File: config.mk
export PLATFORM = sky130hd
export DESIGN_NAME = frame_lock_tracker
export DESIGN_NICKNAME = d
export VERILOG_FILES = /design/src/rtl/flt_pkg.sv /design/src/rtl/flt_line_meter.sv /design/src/rtl/flt_lock_ctrl.sv /design/src/rtl/flt_line_gen.sv /design/src/rtl/frame_lock_tracker.sv
export SDC_FILE = /design/constraint.sdc
export NUM_CORES = 1
export LEC_CHECK = 0
export BUFFER_PORTS_ARGS = -buffer_cell sky130_fd_sc_hd__buf_2
export CAP_MARGIN = 20
export CORE_ASPECT_RATIO = 0.7
export CORE_MARGIN = 8
export CORE_UTILIZATION = 45
export CTS_CLUSTER_SIZE = 16
export DETAILED_ROUTE_END_ITERATION = 7
export HOLD_SLACK_MARGIN = 0.12
export PLACE_DENSITY = 0.69
export SLEW_MARGIN = 40
export SYNTH_ARGS = -nofsm -noshare
export SYNTH_HDL_FRONTEND = slang
export SYNTH_SLANG_ARGS = --single-unit
export TNS_END_PERCENT = 10
File: constraint.sdc
create_clock -name clk -period 3.1 [get_ports clk]
set_clock_uncertainty 0.1 [all_clocks]
set_input_delay 0.93 -clock clk [delete_from_list [all_inputs] [get_ports clk]]
set_output_delay 0.93 -clock clk [all_outputs]
set_load 0.005 [all_outputs]
File: src/rtl/flt_pkg.sv
package flt_pkg;
  typedef enum logic [1:0] {
    MEAS_NONE  = 2'd0,
    MEAS_MATCH = 2'd1,
    MEAS_ADOPT = 2'd2,
    MEAS_RUNT  = 2'd3
  } meas_kind_e;
endpackage

File: src/rtl/flt_line_meter.sv
module flt_line_meter #(
  parameter int LINE_W        = 11,
  parameter int TIMEOUT_LINES = 1024
) (
  input  logic              clk,
  input  logic              rst_n,
  input  logic              hsync_pulse,
  input  logic              vsync_pulse,
  output logic              meas_valid,
  output logic [LINE_W-1:0] meas_lines,
  output logic              timeout
);
  localparam logic [LINE_W-1:0] LAST_CNT = LINE_W'(TIMEOUT_LINES - 1);

  logic [LINE_W-1:0] cnt_q;
  logic              have_ref_q;

  assign meas_valid = vsync_pulse & have_ref_q;
  assign meas_lines = cnt_q;
  assign timeout    = hsync_pulse & ~vsync_pulse & (cnt_q == LAST_CNT);

  always_ff @(posedge clk) begin
    if (!rst_n) begin
      cnt_q      <= '0;
      have_ref_q <= 1'b0;
    end else if (vsync_pulse) begin
      cnt_q      <= hsync_pulse ? LINE_W'(1) : '0;
      have_ref_q <= 1'b1;
    end else if (timeout) begin
      cnt_q      <= '0;
      have_ref_q <= 1'b0;
    end else if (hsync_pulse) begin
      cnt_q      <= cnt_q + LINE_W'(1);
    end
  end

  // the running count never reaches the watchdog limit
  p_count_bounded_r6: assert property (@(posedge clk) disable iff (!rst_n)
    cnt_q <= LAST_CNT);

  // a watchdog trip leaves no reference for the next vertical strobe
  p_trip_drops_ref_r6: assert property (@(posedge clk) disable iff (!rst_n)
    timeout |=> !have_ref_q);
endmodule

File: src/rtl/flt_lock_ctrl.sv
module flt_lock_ctrl
  import flt_pkg::*;
#(
  parameter int LINE_W        = 11,
  parameter int DEFAULT_LINES = 525,
  parameter int MIN_LINES     = 16,
  parameter int PULL_IN       = 4
) (
  input  logic              clk,
  input  logic              rst_n,
  input  logic              meas_valid,
  input  logic [LINE_W-1:0] meas_lines,
  input  logic              timeout,
  output logic [LINE_W-1:0] frame_len,
  output logic              locked
);
  localparam int            MW         = (PULL_IN > 1) ? $clog2(PULL_IN) : 1;
  localparam logic [MW-1:0] LAST_MATCH = MW'(PULL_IN - 1);
  localparam logic [LINE_W-1:0] MIN_LEN = LINE_W'(MIN_LINES);

  logic [LINE_W-1:0] len_q;
  logic [MW-1:0]     match_q;
  logic              lock_q;
  meas_kind_e        kind;

  always_comb begin
    kind = MEAS_NONE;
    if (meas_valid) begin
      if (meas_lines < MIN_LEN)      kind = MEAS_RUNT;
      else if (meas_lines == len_q)  kind = MEAS_MATCH;
      else                           kind = MEAS_ADOPT;
    end
  end

  always_ff @(posedge clk) begin
    if (!rst_n) begin
      len_q   <= LINE_W'(DEFAULT_LINES);
      match_q <= '0;
      lock_q  <= 1'b0;
    end else if (timeout) begin
      match_q <= '0;
      lock_q  <= 1'b0;
    end else begin
      case (kind)
        MEAS_MATCH: begin
          if (match_q == LAST_MATCH) lock_q <= 1'b1;
          else                       match_q <= match_q + MW'(1);
        end
        MEAS_ADOPT: begin
          len_q   <= meas_lines;
          match_q <= '0;
          lock_q  <= 1'b0;
        end
        MEAS_RUNT: begin
          match_q <= '0;
          lock_q  <= 1'b0;
        end
        default: ;
      endcase
    end
  end

  assign frame_len = len_q;
  assign locked    = lock_q;

  // an adopted length shows up unlocked one cycle later
  p_adopt_unlocks_r3: assert property (@(posedge clk) disable iff (!rst_n)
    (kind == MEAS_ADOPT) |=> (!locked && frame_len == $past(meas_lines)));

  // lock only rises right after a measurement
  p_lock_on_meas_r4: assert property (@(posedge clk) disable iff (!rst_n)
    $rose(locked) |-> $past(meas_valid));

  // a runt measurement never changes the length
  p_runt_keeps_len_r5: assert property (@(posedge clk) disable iff (!rst_n)
    (kind == MEAS_RUNT) |=> ($stable(frame_len) && !locked));
endmodule

File: src/rtl/flt_line_gen.sv
module flt_line_gen #(
  parameter int LINE_W = 11
) (
  input  logic              clk,
  input  logic              rst_n,
  input  logic              hsync_pulse,
  input  logic              vsync_pulse,
  input  logic              locked,
  input  logic [LINE_W-1:0] frame_len,
  output logic [LINE_W-1:0] line_num,
  output logic              frame_start
);
  localparam logic [LINE_W-1:0] ONE = LINE_W'(1);

  logic [LINE_W-1:0] line_q;
  logic              start_q;
  logic              resync;

  assign resync = vsync_pulse & (~locked | (line_q != '0));

  always_ff @(posedge clk) begin
    if (!rst_n) begin
      line_q  <= '0;
      start_q <= 1'b0;
    end else begin
      start_q <= 1'b0;
      if (resync) begin
        line_q  <= '0;
        start_q <= 1'b1;
      end else if (hsync_pulse) begin
        if (line_q >= frame_len - ONE) begin
          line_q  <= '0;
          start_q <= 1'b1;
        end else begin
          line_q  <= line_q + ONE;
        end
      end
    end
  end

  assign line_num    = line_q;
  assign frame_start = start_q;

  // a frame-start pulse always coincides with line zero
  p_start_at_zero_r7: assert property (@(posedge clk) disable iff (!rst_n)
    frame_start |-> (line_num == '0));

  // a vertical strobe while unlocked realigns the counter
  p_resync_unlocked_r8: assert property (@(posedge clk) disable iff (!rst_n)
    (vsync_pulse && !locked) |=> (frame_start && line_num == '0));
endmodule

File: src/rtl/frame_lock_tracker.sv
module frame_lock_tracker #(
  parameter int LINE_W        = 11,
  parameter int DEFAULT_LINES = 525,
  parameter int MIN_LINES     = 16,
  parameter int TIMEOUT_LINES = 1024,
  parameter int PULL_IN       = 4
) (
  input  logic              clk,
  input  logic              rst_n,
  input  logic              hsync_pulse,
  input  logic              vsync_pulse,
  output logic [LINE_W-1:0] line_num,
  output logic              frame_start,
  output logic [LINE_W-1:0] frame_len,
  output logic              locked
);
  logic              meas_valid;
  logic [LINE_W-1:0] meas_lines;
  logic              timeout;

  flt_line_meter #(
    .LINE_W        (LINE_W),
    .TIMEOUT_LINES (TIMEOUT_LINES)
  ) u_meter (
    .clk         (clk),
    .rst_n       (rst_n),
    .hsync_pulse (hsync_pulse),
    .vsync_pulse (vsync_pulse),
    .meas_valid  (meas_valid),
    .meas_lines  (meas_lines),
    .timeout     (timeout)
  );

  flt_lock_ctrl #(
    .LINE_W        (LINE_W),
    .DEFAULT_LINES (DEFAULT_LINES),
    .MIN_LINES     (MIN_LINES),
    .PULL_IN       (PULL_IN)
  ) u_lock (
    .clk        (clk),
    .rst_n      (rst_n),
    .meas_valid (meas_valid),
    .meas_lines (meas_lines),
    .timeout    (timeout),
    .frame_len  (frame_len),
    .locked     (locked)
  );

  flt_line_gen #(
    .LINE_W (LINE_W)
  ) u_gen (
    .clk         (clk),
    .rst_n       (rst_n),
    .hsync_pulse (hsync_pulse),
    .vsync_pulse (vsync_pulse),
    .locked      (locked),
    .frame_len   (frame_len),
    .line_num    (line_num),
    .frame_start (frame_start)
  );

  // the internal line stays inside the adopted frame
  p_line_in_range_r9: assert property (@(posedge clk) disable iff (!rst_n)
    line_num < frame_len);

  // the length never moves while lock is reported
  p_len_change_unlocked_r3: assert property (@(posedge clk) disable iff (!rst_n)
    !$stable(frame_len) |-> !locked);

  // a watchdog trip clears lock on the next cycle
  p_trip_unlocks_r6: assert property (@(posedge clk) disable iff (!rst_n)
    timeout |=> !locked);
endmodule

# After elaboration in Yosys (flattened, before gate mapping)
# Index checks and enable logic that the tools add are counted.
dict set report word_totals {
  ff_bits 38
  output_inout_bits 24
  word_cells 57
}
dict set report classes {
  add_sub_neg 4
  n_lt_le_gt_ge 2
  eq_ne 8
  n_mux 17
  bitwise_logic 9
  reduce_logical 10
}
# op count
set ops {}
lappend ops {{two-way mux 11 bit} 4}
lappend ops {{adder 11 x 1 -> 11 bit, second input constant} 2}
lappend ops {{equality test 11 x 10 -> 1 bit, second input constant} 1}
lappend ops {{equality test 11 bit} 1}
lappend ops {{greater-or-equal comparator 11 bit} 1}
lappend ops {{< comparator 11 x 5 -> 1 bit, second input constant} 1}
lappend ops {{nonzero test 11 bit} 1}
lappend ops {{subtractor 11 x 1 -> 11 bit, second input constant} 1}
lappend ops {{two-way mux 2 bit} 4}
lappend ops {{two-way mux 1 bit} 7}
lappend ops {{equality test 2 bit, second input constant} 3}
lappend ops {{AND reduction 2 bit} 3}
lappend ops {{OR reduction 2 bit} 3}
lappend ops {{bitwise AND 1 bit} 4}
lappend ops {{inverter 1 bit} 4}
lappend ops {{case mux 2 bit (2 select lines)} 1}
lappend ops {{nonzero test 2 bit} 2}
lappend ops {{nonzero test 3 bit} 1}
lappend ops {{adder 2 x 1 -> 2 bit, second input constant} 1}
lappend ops {{equality test 2 x 1 -> 1 bit, second input constant} 1}
lappend ops {{!= test 2 x 1 -> 1 bit, second input constant} 1}
lappend ops {{!= test 2 bit, second input constant} 1}
lappend ops {{case mux 1 bit (2 select lines)} 1}
lappend ops {{bitwise OR 1 bit} 1}

# Logic depth before layout (Yosys ltp)
dict set report depth {
  depth_word 8
  mapped_depth 11
  ltp_nobuf 11
}

# Hierarchy
# Synthesis repeated with hierarchy kept, for this count alone.
dict set report unflattened {
  cells_unflattened 267
  hier_area_um2 2363.5
}
# module n_inst cells_each area_each_um2 seq_area_each_um2
set modules_own_cells {}
lappend modules_own_cells {flt_line_gen 1 117 998.5 240.2}
lappend modules_own_cells {flt_lock_ctrl 1 84 774.5 280.3}
lappend modules_own_cells {flt_line_meter 1 66 590.6 240.2}

# Worst setup path after synthesis
# No wires, ideal clock.
dict set report synth_timing {
  path_type {register to register}
  startpoint {reg u_lock.len_q[2], in the netlist u_lock.frame_len[2]}
  endpoint {reg u_gen.line_q[10], in the netlist u_gen.line_num[10]}
  arrival_time_ps 2182
  t_required_ps 2863
  path_slack_ps 681
  stages_incl_launch_ff 10
  n_path_buf 0
  period_less_slack_ps 2419
  path_cell_list {dfxtp_1 -> nor4_2 -> nand2_1 -> nor4_1 -> xnor2_1 -> ha_1 -> nand4_1 -> nand2b_1 -> a21oi_1 -> nor3_1}
}
dict set report synth_via {
  elab_chain_len 3
}
# element line
set synth_rtl {}
lappend synth_rtl {{start, declared} flt_lock_ctrl.sv:21} ;# logic [LINE_W-1:0] len_q;
lappend synth_rtl {{start signal, assigned} flt_lock_ctrl.sv:37} ;# len_q <= LINE_W'(DEFAULT_LINES);
lappend synth_rtl {{start signal, assigned} flt_lock_ctrl.sv:50} ;# len_q <= meas_lines;
lappend synth_rtl {{subtractor 11 x 1 -> 11 bit} flt_line_gen.sv:31} ;# if (line_q >= frame_len - ONE) begin
lappend synth_rtl {{greater-or-equal comparator 11 bit} flt_line_gen.sv:31}
lappend synth_rtl {{two-way mux 11 bit} flt_line_gen.sv:31}
lappend synth_rtl {{end signal, assigned} flt_line_gen.sv:35} ;# line_q <= line_q + ONE;
lappend synth_rtl {{end, declared} flt_line_gen.sv:15} ;# logic [LINE_W-1:0] line_q;
# Every way passes these cells.
# A chain may end at the register's enable or synchronous reset.

# Worst setup path after layout
dict set report layout_timing {
  startpoint {reg u_lock.len_q[2], in the netlist u_lock.frame_len[2]}
  endpoint {reg u_gen.line_q[3], in the netlist u_gen.line_num[3]}
}
# The elaborated chain is that of the path after synthesis.

==> metrics.log <==
[metrics] remaining antenna violation count: 0
[metrics] maximum operating frequency: 0.366 GHz
[metrics] overall routing resource usage: 0.150
[metrics] power share of the clock group: 0.402
[metrics] GR Layer Usage met3: 0.0429
[metrics] number of buffers and inverters on the critical path: 1
[metrics] Max-slew headroom: 0.688
[metrics] gate count after technology mapping: 276
[metrics] pin count of the biggest net entering global routing: 23
[metrics] share of synthesized flip-flops with an asynchronous set or reset: 0
[metrics] proportion of total power due to net switching: 0.232
[metrics] vias in the first global route: 1,822
[metrics] Die Area: 0.00765 mm²
[metrics] count of final setup violators: 0
[metrics] initial standard-cell utilization of the core: 0.473
[metrics] sequential cell area fraction in the yosys report: 0.333
[metrics] Hold Crit Class: reg2reg
[metrics] Ys Warns: 0
[metrics] Post-Syn Nets: 296
[metrics] number of instances resized during post-cts repair: 0
[metrics] Seq cells post-synth: 38
[metrics] final-layout worst hold slack: 0.386 ns
[metrics] final weighted congestion in routability-driven placement: 0.807
[metrics] register share of total power: 0.558
[metrics] worst endpoint data arrival time: 2.85 ns
[metrics] number of cells on the worst reg-to-reg path: 11
[metrics] cell-by-cell listing of the critical path: nor4_2, nand2_1, nor3_1, xnor2_1, ha_1, a21oi_1, o21ai_0, a21oi_1, a21oi_1, buf_4, nor3_1
[metrics] Setup Buffers After CTS: 0
[metrics] horizontal extent of the die: 101 µm
[metrics] sum of net half-perimeters after detailed placement: 4.03 mm
[metrics] total power after layout: 0.889 mW
[metrics] fraction of met2 tracks used by global routing: 0.214
[metrics] sum of overflow across all layers after global routing: 0
[metrics] Row Count: 21
[metrics] final hold violation count: 0
[metrics] RSZ-0062 raised after global routing: false
[metrics] DRC Markers: 0
[metrics] starting DRC count in detailed routing: around 140
[metrics] Critical R2R Launch: u_lock.frame_len[2]$_SDFFE_PN1P_
[metrics] part of the cycle the worst path needs: 0.882
[metrics] endpoint type of the worst setup path: flip-flop
[metrics] Required @ worst endpoint: 3.21 ns
[metrics] number of instances on the worst hold path: 2
[metrics] number of enable flip-flop cells after synthesis: 0
[metrics] top-level port count: 28
[metrics] power density relative to cell area: 349 mW/mm²
[metrics] Net count, final: roughly 320
[metrics] aggregate routed wire length: 5.43 mm
[metrics] number of max-capacitance violations reported: 0
[metrics] clock tree from TritonCTS: built
[metrics] clk slew on worst S/H paths: 0.08 ns
[metrics] Int Pwr: 0.682 mW
[metrics] setup TNS: 0 ns
[metrics] top fanout value on the critical path: 8
[metrics] area of the core region: 0.00483 mm²
[metrics] type of element launching the critical path: flip-flop
[metrics] slowest stage delay, CP: 0.40 ns
[metrics] M1 GR Usage: 0.213
[metrics] Tightest Pin Transition: 0.465 ns
[metrics] peak ir drop on the vdd network: about 0.00017 V
[metrics] global routing's busiest layer: met2
[metrics] average vias per placed instance: 5.25
[metrics] Final min period: 2.73 ns
[metrics] static leakage: just under 1 nW
[metrics] number of library cell types mapped by synthesis: 40
[metrics] First-pass DRT Iterations: 5
[metrics] CP delay by family, top: simple AND/OR/NAND/NOR gates
[metrics] clock tree root buffer cell: sky130_fd_sc_hd__clkbuf_8
[metrics] die span in y: roughly 76 µm
[metrics] synthesis-to-finish area growth: 11.5%
[metrics] switching power summed over all nets: between 0.2 and 0.25 mW
[metrics] endpoint of the lowest-slack register-to-register path: u_gen.line_num[3]$_SDFFE_PP0P_
[metrics] clock insertion delay at the later pin of the skew report: 0.29 ns
[metrics] number of fillers in the final layout: 482
[metrics] total count of max-transition violations in the final report: 0
[metrics] number of levels the H-tree was split into: 2
[metrics] number of buffers on the longest clock path: 2
[metrics] minimum setup slack among reg-to-reg paths: ~0.37 ns
[metrics] wire length per cell after detailed routing: 14.7 µm
[metrics] total via count in the routed design: 1,937
[metrics] CTS Hold Buffers Added: 0
[metrics] total clock sinks: 38
[metrics] dominant register cell in the synthesized netlist: sky130_fd_sc_hd__dfxtp_1
[metrics] run status: finished, final reports clean
[metrics] cell with the largest stage delay on the worst path: sky130_fd_sc_hd__dfxtp_1
[metrics] first-pass GRT wire length: 9.09 mm
[metrics] syn avg cell area: 8.28 µm²
[metrics] category of the critical setup timing path: reg2reg
[metrics] post-synth design cell area: 0.00228 mm²
[metrics] Hold Crit Start: u_lock.match_q[1]$_SDFFE_PP0P_
[metrics] number of antenna cells inserted: 0
[metrics] fraction of layout cells with a size suffix above 1: 0.147
[metrics] Num CTS Buffers: 5
[metrics] Critical Path Most Common Cell: sky130_fd_sc_hd__a21oi_1
[metrics] end point of the worst hold path: u_lock.match_q[1]$_SDFFE_PP0P_
[metrics] port bufs: 27
[metrics] initial antenna violation count: 0
[metrics] share of total power in combinational logic: 0.041
placed cells by master (no fill, tap or decap), types with 2 or more instances in the layout:
master                     netlist  layout
sky130_fd_sc_hd__and2_1          2       2
sky130_fd_sc_hd__o211a_1         2       2
sky130_fd_sc_hd__nand2b_1        2       2
sky130_fd_sc_hd__nor2_2          2       2
sky130_fd_sc_hd__ha_1           16      16
sky130_fd_sc_hd__nor2b_1         7       7
sky130_fd_sc_hd__and3_1          4       4
sky130_fd_sc_hd__nand4_1        13      13
sky130_fd_sc_hd__a21oi_1        18      18
sky130_fd_sc_hd__or3_1           3       3
sky130_fd_sc_hd__a21boi_0        4       4
sky130_fd_sc_hd__o211ai_1        2       2
sky130_fd_sc_hd__o21ai_0         7       7
sky130_fd_sc_hd__nor4_1          3       3
sky130_fd_sc_hd__clkbuf_8        0       6
sky130_fd_sc_hd__xnor2_1        15      15
sky130_fd_sc_hd__mux2i_1         6       6
sky130_fd_sc_hd__nor3_1         14      14
sky130_fd_sc_hd__nand2_2         2       2
sky130_fd_sc_hd__nand3_1        10      10
sky130_fd_sc_hd__nor2_1         17      17
sky130_fd_sc_hd__dfxtp_1        38      38
sky130_fd_sc_hd__nor4b_1         2       2
sky130_fd_sc_hd__xor2_1         19      19
sky130_fd_sc_hd__buf_2           9      27
sky130_fd_sc_hd__inv_1           6       6
sky130_fd_sc_hd__nand2_1        38      38
layout make-up:
cell class | count | area, µm² | area share
Clock buffer | 7 | 86.3 | 0.0339
Inverter | 6 | 22.5 | 0.00884
Sequential cell | 38 | 761 | 0.299
Tap cell | 69 | 86.3 | 0.0339
Multi-Input combinational cell | 220 | 1440 | 0.567
Timing Repair Buffer | 28 | 143 | 0.0560
Clock inverter | 1 | 5.00 | 0.00196
stage by stage:
step	setup WS, ns	cells	utilization	area (µm²)
6_report	0.367	369	0.527	2550
5_1_grt	0.133	369	0.527	2550
4_1_cts	0.379	369	0.527	2550
3_5_place_dp	0.398	361	0.508	2460
3_3_place_gp	0.504	361	0.508	2460
2_1_floorplan	0.681	276	-	2280
kinds of logic (layout without fill, tap and decap cells):
family                   after synthesis  count (layout)  synth area share
AO/OA/AOI/OAI                         40              40             0.113
XOR/XNOR                              34              34             0.130
AND/OR/NAND/NOR                      124             124             0.274
multiplexers                           6               6            0.0263
buffers and inverters                 18              42            0.0350
flip-flops                            38              38             0.333
adder cells (fa/ha/maj)               16              16            0.0876
routing by layer:
layer	wire, µm	part of all wire
met3	410	0.076
met4	44	0.0081
met2	2140	0.39
met5	0	0
met1	2840	0.52
synthesized netlist by cell type (2+ instances only):
| cell type | instances | share of area |
|---|---|---|
| sky130_fd_sc_hd__nor2_1 | 17 | 0.028 |
| sky130_fd_sc_hd__nand2_1 | 38 | 0.062 |
| sky130_fd_sc_hd__ha_1 | 16 | 0.088 |
| sky130_fd_sc_hd__dfxtp_1 | 38 | 0.33 |
| sky130_fd_sc_hd__o211a_1 | 2 | 0.0088 |
| sky130_fd_sc_hd__and2_1 | 2 | 0.0055 |
| sky130_fd_sc_hd__or3_1 | 3 | 0.0082 |
| sky130_fd_sc_hd__nand4_1 | 13 | 0.036 |
| sky130_fd_sc_hd__a21boi_0 | 4 | 0.013 |
| sky130_fd_sc_hd__nand2b_1 | 2 | 0.0055 |
| sky130_fd_sc_hd__o211ai_1 | 2 | 0.0066 |
| sky130_fd_sc_hd__mux2i_1 | 6 | 0.026 |
| sky130_fd_sc_hd__nor2_2 | 2 | 0.0055 |
| sky130_fd_sc_hd__clkbuf_1 | 2 | 0.0033 |
| sky130_fd_sc_hd__and3_1 | 4 | 0.011 |
| sky130_fd_sc_hd__nand2_2 | 2 | 0.0055 |
| sky130_fd_sc_hd__nor4_1 | 3 | 0.0082 |
| sky130_fd_sc_hd__o21ai_0 | 7 | 0.015 |
| sky130_fd_sc_hd__nor3_1 | 14 | 0.031 |
| sky130_fd_sc_hd__nand3_1 | 10 | 0.022 |
| sky130_fd_sc_hd__nor2b_1 | 7 | 0.019 |
| sky130_fd_sc_hd__a21oi_1 | 18 | 0.039 |
| sky130_fd_sc_hd__xor2_1 | 19 | 0.073 |
| sky130_fd_sc_hd__buf_2 | 9 | 0.020 |
| sky130_fd_sc_hd__nor4b_1 | 2 | 0.0077 |
| sky130_fd_sc_hd__inv_1 | 6 | 0.0099 |
| sky130_fd_sc_hd__xnor2_1 | 15 | 0.058 |
worst max path at each step:
stage / from / to / slack (ns) / cells after the start
floorplan: u_lock.frame_len[2]$_SDFFE_PN1P_ / u_gen.line_num[10]$_SDFFE_PP0P_ / 0.68 / 9
global placement: u_lock.frame_len[2]$_SDFFE_PN1P_ / u_gen.line_num[9]$_SDFFE_PP0P_ / 0.50 / 11
detailed placement: u_lock.frame_len[2]$_SDFFE_PN1P_ / u_gen.line_num[3]$_SDFFE_PP0P_ / 0.40 / 11
CTS: u_lock.frame_len[2]$_SDFFE_PN1P_ / u_gen.line_num[3]$_SDFFE_PP0P_ / 0.38 / 11
global route: u_lock.frame_len[2]$_SDFFE_PN1P_ / u_gen.line_num[3]$_SDFFE_PP0P_ / 0.13 / 11
finish: u_lock.frame_len[2]$_SDFFE_PN1P_ / u_gen.line_num[3]$_SDFFE_PP0P_ / 0.37 / 11
worst reg2reg max path: stages (launching register included):
cell and delay [ns]:
sky130_fd_sc_hd__dfxtp_1 0.40, sky130_fd_sc_hd__nor4_2 0.39, sky130_fd_sc_hd__nand2_1 0.13, sky130_fd_sc_hd__nor3_1 0.19, sky130_fd_sc_hd__xnor2_1 0.15, sky130_fd_sc_hd__ha_1 0.26, sky130_fd_sc_hd__a21oi_1 0.13, sky130_fd_sc_hd__o21ai_0 0.11
sky130_fd_sc_hd__a21oi_1 0.33, sky130_fd_sc_hd__a21oi_1 0.12, sky130_fd_sc_hd__buf_4 0.18, sky130_fd_sc_hd__nor3_1 0.17
power by group through the flow:
stage | sequential, mW | combinational [mW] | clock (mW)
final | 0.496 | 0.0361 | 0.357
after global routing | 0.496 | 0.0411 | 0.388
after CTS | 0.496 | 0.0362 | 0.361
after detailed placement | 0.507 | 0.0359 | 0
after global placement | 0.507 | 0.0360 | 0
after floorplan | 0.506 | 0.0266 | 0
sequential cells by signal, indices dropped and copies added, names as in the netlist:
| name | count |
|---|---|
| u_lock.match_q | 2 |
| u_meter.meas_lines | 11 |
| u_lock.locked | 1 |
| u_gen.line_num | 11 |
| u_lock.frame_len | 11 |
| u_meter.have_ref_q | 1 |
| u_gen.frame_start | 1 |
(Power assumes the default switching activity.)
